[src/rtl/isc_pkg.sv]
package isc_pkg;
  localparam int LIVE_W = 5;
  localparam int EVT_W  = 5;
  localparam int STAT_W = LIVE_W + EVT_W;
  localparam int ADDR_W = 2;

  typedef enum logic [ADDR_W-1:0] {
    A_MASK_SET = 2'd0,
    A_MASK_CLR = 2'd1,
    A_MASK_RO  = 2'd2,
    A_STATUS   = 2'd3
  } reg_addr_e;
endpackage

[src/rtl/isc_mask_reg.sv]
module isc_mask_reg
  import isc_pkg::*;
#(
  parameter int W = STAT_W
) (
  input  logic              clk,
  input  logic              rst,
  input  logic              wr_en,
  input  logic [ADDR_W-1:0] wr_addr,
  input  logic [W-1:0]      wr_data,
  output logic [W-1:0]      mask_q
);
  logic set_hit, clr_hit;
  assign set_hit = wr_en && (wr_addr == A_MASK_SET);
  assign clr_hit = wr_en && (wr_addr == A_MASK_CLR);

  always_ff @(posedge clk) begin
    if (rst)          mask_q <= '0;
    else if (set_hit) mask_q <= mask_q | wr_data;
    else if (clr_hit) mask_q <= mask_q & ~wr_data;
  end

  a_r2_enable_sets: assert property (@(posedge clk) disable iff (rst)
    set_hit |=> ((mask_q & $past(wr_data)) == $past(wr_data)));
  a_r3_disable_clears: assert property (@(posedge clk) disable iff (rst)
    clr_hit |=> ((mask_q & $past(wr_data)) == '0));
  a_r4_mask_write_ignored: assert property (@(posedge clk) disable iff (rst)
    (!set_hit && !clr_hit) |=> $stable(mask_q));
endmodule

[src/rtl/isc_sticky_stat.sv]
module isc_sticky_stat
  import isc_pkg::*;
#(
  parameter int LW = LIVE_W,
  parameter int EW = EVT_W,
  localparam int W = LW + EW
) (
  input  logic              clk,
  input  logic              rst,
  input  logic [LW-1:0]     live_stat,
  input  logic [EW-1:0]     evt_pulse,
  input  logic              wr_en,
  input  logic [ADDR_W-1:0] wr_addr,
  input  logic [W-1:0]      wr_data,
  output logic [W-1:0]      stat_q
);
  logic [W-1:0] set_vec, clr_vec;

  assign set_vec = {evt_pulse, live_stat};
  assign clr_vec = (wr_en && wr_addr == A_STATUS) ? wr_data : '0;

  // Set has priority over clear on the same bit.
  always_ff @(posedge clk) begin
    if (rst) stat_q <= '0;
    else     stat_q <= (stat_q & ~clr_vec) | set_vec;
  end

  for (genvar i = 0; i < W; i++) begin : g_chk
    a_r6_r7_set_captured: assert property (@(posedge clk) disable iff (rst)
      set_vec[i] |=> stat_q[i]);
    a_r5_clear_unset: assert property (@(posedge clk) disable iff (rst)
      (clr_vec[i] && !set_vec[i]) |=> !stat_q[i]);
  end
endmodule

[src/rtl/isc_irq_out.sv]
module isc_irq_out #(
  parameter int W = 10
) (
  input  logic         clk,
  input  logic         rst,
  input  logic [W-1:0] mask_q,
  input  logic [W-1:0] stat_q,
  output logic         irq
);
  always_ff @(posedge clk) begin
    if (rst) irq <= 1'b0;
    else     irq <= |(mask_q & stat_q);
  end
endmodule

[src/rtl/isc_intr_ctrl.sv]
module isc_intr_ctrl
  import isc_pkg::*;
(
  input  logic              clk,
  input  logic              rst,
  input  logic [LIVE_W-1:0] live_stat,
  input  logic [EVT_W-1:0]  evt_pulse,
  input  logic              wr_en,
  input  logic [ADDR_W-1:0] wr_addr,
  input  logic [STAT_W-1:0] wr_data,
  input  logic [ADDR_W-1:0] rd_addr,
  output logic [STAT_W-1:0] rd_data,
  output logic              irq
);
  logic [STAT_W-1:0] mask_q, stat_q;

  isc_mask_reg #(.W(STAT_W)) u_mask (
    .clk(clk), .rst(rst), .wr_en(wr_en), .wr_addr(wr_addr),
    .wr_data(wr_data), .mask_q(mask_q)
  );

  isc_sticky_stat #(.LW(LIVE_W), .EW(EVT_W)) u_stat (
    .clk(clk), .rst(rst), .live_stat(live_stat), .evt_pulse(evt_pulse),
    .wr_en(wr_en), .wr_addr(wr_addr), .wr_data(wr_data), .stat_q(stat_q)
  );

  isc_irq_out #(.W(STAT_W)) u_irq (
    .clk(clk), .rst(rst), .mask_q(mask_q), .stat_q(stat_q), .irq(irq)
  );

  always_ff @(posedge clk) begin
    if (rst) rd_data <= '0;
    else begin
      case (rd_addr)
        A_MASK_RO: rd_data <= mask_q;
        A_STATUS:  rd_data <= stat_q;
        default:   rd_data <= '0;
      endcase
    end
  end

  a_r9_irq_follows: assert property (@(posedge clk) disable iff (rst)
    ##1 (irq == $past(|(mask_q & stat_q))));
  a_r1_reset_clears: assert property (@(posedge clk)
    rst |=> (mask_q == '0 && stat_q == '0 && !irq));
endmodule

[config.mk]
export PLATFORM = sky130hd
export DESIGN_NAME = isc_intr_ctrl
export DESIGN_NICKNAME = d
export VERILOG_FILES = /design/src/rtl/isc_pkg.sv /design/src/rtl/isc_mask_reg.sv /design/src/rtl/isc_sticky_stat.sv /design/src/rtl/isc_irq_out.sv /design/src/rtl/isc_intr_ctrl.sv
export SDC_FILE = /design/constraint.sdc
export NUM_CORES = 1
export LEC_CHECK = 0
export CAP_MARGIN = 20
export CORE_AREA = 5 5 56 58
export CTS_BUF_LIST = sky130_fd_sc_hd__clkbuf_16
export DETAILED_ROUTE_END_ITERATION = 8
export DIE_AREA = 0 0 61 63
export HOLD_SLACK_MARGIN = 0.08
export PLACE_DENSITY = 0.8
export SLEW_MARGIN = 20
export SYNTH_ARGS = -nofsm -noshare
export SYNTH_HDL_FRONTEND = slang
export SYNTH_SLANG_ARGS = --single-unit
[constraint.sdc]
create_clock -name clk -period 1.6 [get_ports clk]
set_input_delay 0.16 -clock clk [delete_from_list [all_inputs] [get_ports clk]]
set_output_delay 0.16 -clock clk [all_outputs]
set_load 0.05 [all_outputs]
---- Word-level counts from Yosys, hierarchy flattened ----
Cells that the tools add are included.
word-level totals
  input port bits ......................... 27
  logic and storage cells ................. 25
  output and inout port bits .............. 11
  flip-flop bits (word level) ............. 31
operators by class
  eq/ne operators ......................... 4
  mux-type cells .......................... 4
  bitwise logic cells ..................... 7
  reduce and logical (&&, ||, !) cells .... 6
operator list
  operator                                        number
  bitwise AND 10 bit                              3
  two-way mux 10 bit                              3
  NOT 10 bit                                      2
  OR 10 bit                                       2
  one-hot mux 10 bit (2 select lines)             1
  OR reduction 10 bit                             1
  == test 2 bit (second input constant)           3
  logical AND 1 bit                               3
  == test 2 x 1 -> 1 bit (second input constant)  1
  logical NOT 2 bit                               1
  nonzero test 2 bit                              1

---- Depth between registers and ports, before layout ----
  depth in word-level cells ............... 6
  mapped depth ............................ 4
  mapped depth without buffers ............ 3

---- By module ----
From an unflattened synthesis, not the netlist that was laid out.
unflattened totals
  cells, all modules ...................... 127
  area total of the unflattened synthesis .. 1,353.8 sq um
by module, submodules not included
  module           cells an instance  area an instance (sq um)  seq. area each (sq um)  times used
  isc_mask_reg     44                 464.2                     200.2                   1
  isc_sticky_stat  43                 447.9                     200.2                   1
  isc_intr_ctrl    33                 360.3                     200.2                   1
  isc_irq_out      7                  81.3                      20.0                    1

---- Least setup slack after synthesis ----
No wires, ideal clock.
  path type ............................... register to register
  from .................................... reg u_stat.stat_q[7]
  to ...................................... reg u_irq.irq
  path buffers ............................ 0
  stages on the path, launching flop included .. 4
  setup time .............................. 133 ps
  clock period less this slack ............ 938 ps
  path slack .............................. 662 ps
  arrival time ............................ 806 ps
  data required time ...................... 1,467 ps
  path through ............................ dfxtp_1 -> a22o_1 -> a221oi_1 -> a31oi_1
between the ends
  word-level cells in the longest chain between the ends .. 2
ends and longest elaborated chain
  element                 line                   source
  from (decl)             isc_sticky_stat.sv:15  output logic [W-1:0] stat_q
  from (signal assigned)  isc_sticky_stat.sv:25  else stat_q <= (stat_q & ~clr_vec) | set_vec;
  bitwise AND 10 bit      isc_irq_out.sv:12      else irq <= |(mask_q & stat_q);
  OR reduction 10 bit     isc_irq_out.sv:12
  to (signal assigned)    isc_irq_out.sv:12
  to (decl)               isc_irq_out.sv:8       output logic irq
Every way passes these cells.
A chain may end at the register's enable or synchronous reset.

==> flow_metrics.tcl <==
set metrics [dict create \
    outcome "complete, no violations" \
    vias 1070 \
    syn-num-nets 146 \
    power_leakage_nw 0.662 \
    synth.distinct_cells 15 \
    critical_path.top_delay_family "buffers and inverters" \
    peakVddDrop_uv 1050 \
    max-cap-violations 0 \
    crit_chain "clkdlybuf4s50_1 -> nor2b_4 -> a21oi_1 -> a311oi_1" \
    ant_nets 0 \
    syn2layout_area_growth_pct 43.3 \
    dr.max_layer_used "met4" \
    skew_ps 3.80 \
    worst_setup_path_start_kind "input pin" \
    clock-root-buffer "clkbuf_16" \
    synth_edf_count 0 \
    dp.cells 182 \
    start_util_pct 44.6 \
    ys.flop_type "dfxtp_1" \
    rows 19 \
    cts_tree "yes" \
    fillers 229 \
    avgRoutedWirePerCell_um 14.5 \
    multi_input_area_um2 494 \
    clk_latency_ps 270 \
    cts_buffers 5 \
    post-cts-setup-buffer-count 0 \
    hpwlAfterDp_um 1960 \
    drt-met1-wl_um 1120 \
    synthArstFlopShare_pct 0 \
    diodes 0 \
    globalplace.congestion 0.808 \
    htree_levels 2 \
    grt_start_max_net_pins 22 \
    overflow 0 \
    critPathCaptureType "flop" \
    max_freq_ghz 0.808 \
    seqCellArea_um2 621 \
    synth_most_common_cell "dfxtp_1" \
    rsz0062_at_grt "false" \
    clk_pin_slew_ps 50 \
    yosys.area.top_type "dfxtp_1" \
    ys_ff_latch 31 \
    first_pass_iters 4 \
    worst-path-buf-inv 1 \
    drive_above_1_share_pct 14.5 \
    finalCritPeriodShare_pct 77.4 \
    grt_pass1_vias 1010 \
    ios 38 \
    worstPathArrival_ps 1410 \
    grt_usage_pct 16.4 \
    grt_pass1_wl_um 4680 \
    required_ps 1770 \
    die_h_um 63 \
    finalNonFillerCells 190 \
    tightest_slew_ps 421 \
    cpMaxStageDelayCell "clkdlybuf4s50_1" \
    synth_commonest_cells "31 x dfxtp_1, 20 x a21oi_1, 20 x nor2_1" \
    viasPerCell 5.63 \
    drt_iter0_drc 28 \
    die_w_um 61 \
    slew_viol_final 0 \
    setup_viol 0 \
    cts_buffer_depth 2 \
    die-area_um2 3840 \
    power_density_nw_per_um2 1170 \
    final_nets 185 \
    synth_top_cell_area_share_pct 53.2 \
    io_buffers 37 \
    route.met2.wl_um 1350 \
    maxSlewHeadroom_pct 72.0 \
    routed_wirelength_um 2750 \
    cp_max_fo 20 \
    ys_warn_count 0 \
    cts_resized 0 \
    finalHoldViolCount 0 \
    tns_ps 0 \
    worstSetupPathType "in -> reg" \
    core_area_um2 2620 \
    ys_top_cells_by_area "dfxtp_1 53%, a21oi_1 8.6%, mux2i_1 8.6%" \
    syn_area_um2 1170 \
    syn_inst 119 \
    avgSynthCellArea_um2 9.80 \
    yosysSeqAreaShare_pct 53.2 \
    antenna_found_initial 0 \
    cts_sinks 31 \
    route.detailed.drc 0 \
    period_needed_ps 1240 \
    hp-class "in -> reg" \
    cpPeakStageDelay_ps 470 \
    ctsHoldBuffers 0 \
    dr_wl_met3_um 227 \
]
[cells by family (layout without fill, tap and decap cells)]
group | count (synthesis) | after routing | share of synthesized area [%]
flip-flops | 31 | 31 | 53.2
AND/OR/NAND/NOR | 32 | 32 | 13.5
AO/OA/AOI/OAI | 36 | 36 | 20.3
buffers and inverters | 10 | 50 | 4.40
multiplexers | 10 | 10 | 8.58
[worst reg2reg max path, cell delays in order (launching register included)]
cell      delay (ps)
dfxtp_1          320
a22o_1           230
a221oi_1         250
a31oi_1          140
[metrics by stage]
stage | hold slack (ps) | worst slack, ps | utilization (%) | area (um2) | power, mW
after global placement | 488 | 156 | 58.7 | 1530 | 1.10
after global routing | 488 | 229 | 63.9 | 1670 | 2.04
final | 480 | 362 | 63.9 | 1670 | 1.95
after detailed placement | 503 | 96.8 | 58.7 | 1530 | 1.10
after CTS | 478 | 376 | 63.9 | 1670 | 1.97
after floorplan | 232 | 662 | - | 1170 | 0.989
[cells in the final DEF, fill, tap and decap left out, drive strengths merged]
| cell | count |
|---|---|
| clkbuf | 5 |
| dfxtp | 31 |
| nor2 | 20 |
| a21oi | 20 |
| nand2b | 1 |
| nor2b | 1 |
| a22oi | 1 |
| a31oi | 1 |
| a221oi | 2 |
| mux2i | 10 |
| buf | 16 |
| a311oi | 10 |
| nand4 | 10 |
| a22o | 2 |
| clkinv | 1 |
| clkdlybuf4s50 | 26 |
| inv | 2 |
[where the power goes]
group | internal [mW] | switching (mW) | leakage (nW)
logic | 0.121 | 0.125 | 0.330
clock network | 0.559 | 0.301 | 0.0762
registers | 0.816 | 0.0270 | 0.255
[final timing paths]
path              slack (ps)              from  cells after the start                to
setup reg to reg         530  u_stat.stat_q[4]                      3         u_irq.irq
setup / recovery         360             wr_en                      4              flop
hold / removal           480      live_stat[4]                      3  u_stat.stat_q[4]
hold reg to reg          520  u_stat.stat_q[8]                      2  u_stat.stat_q[8]
[final cells by class]
class,instances,share of cell area (%)
clock inverters,3,0.749
well taps,31,2.32
multi-input cells,78,29.6
flip-flops and latches,31,37.1
clock buffers,5,7.49
repair buffers,42,22.8
[layer usage]
layer / track usage [%] / up-vias
li1: - / 522
met1: 19.8 / 498
met2: 24.3 / 41
met3: 7.64 / 9
met4: 7.32 / 0
met5: 0 / -
Note: power is estimated with default switching activity, not from simulation.
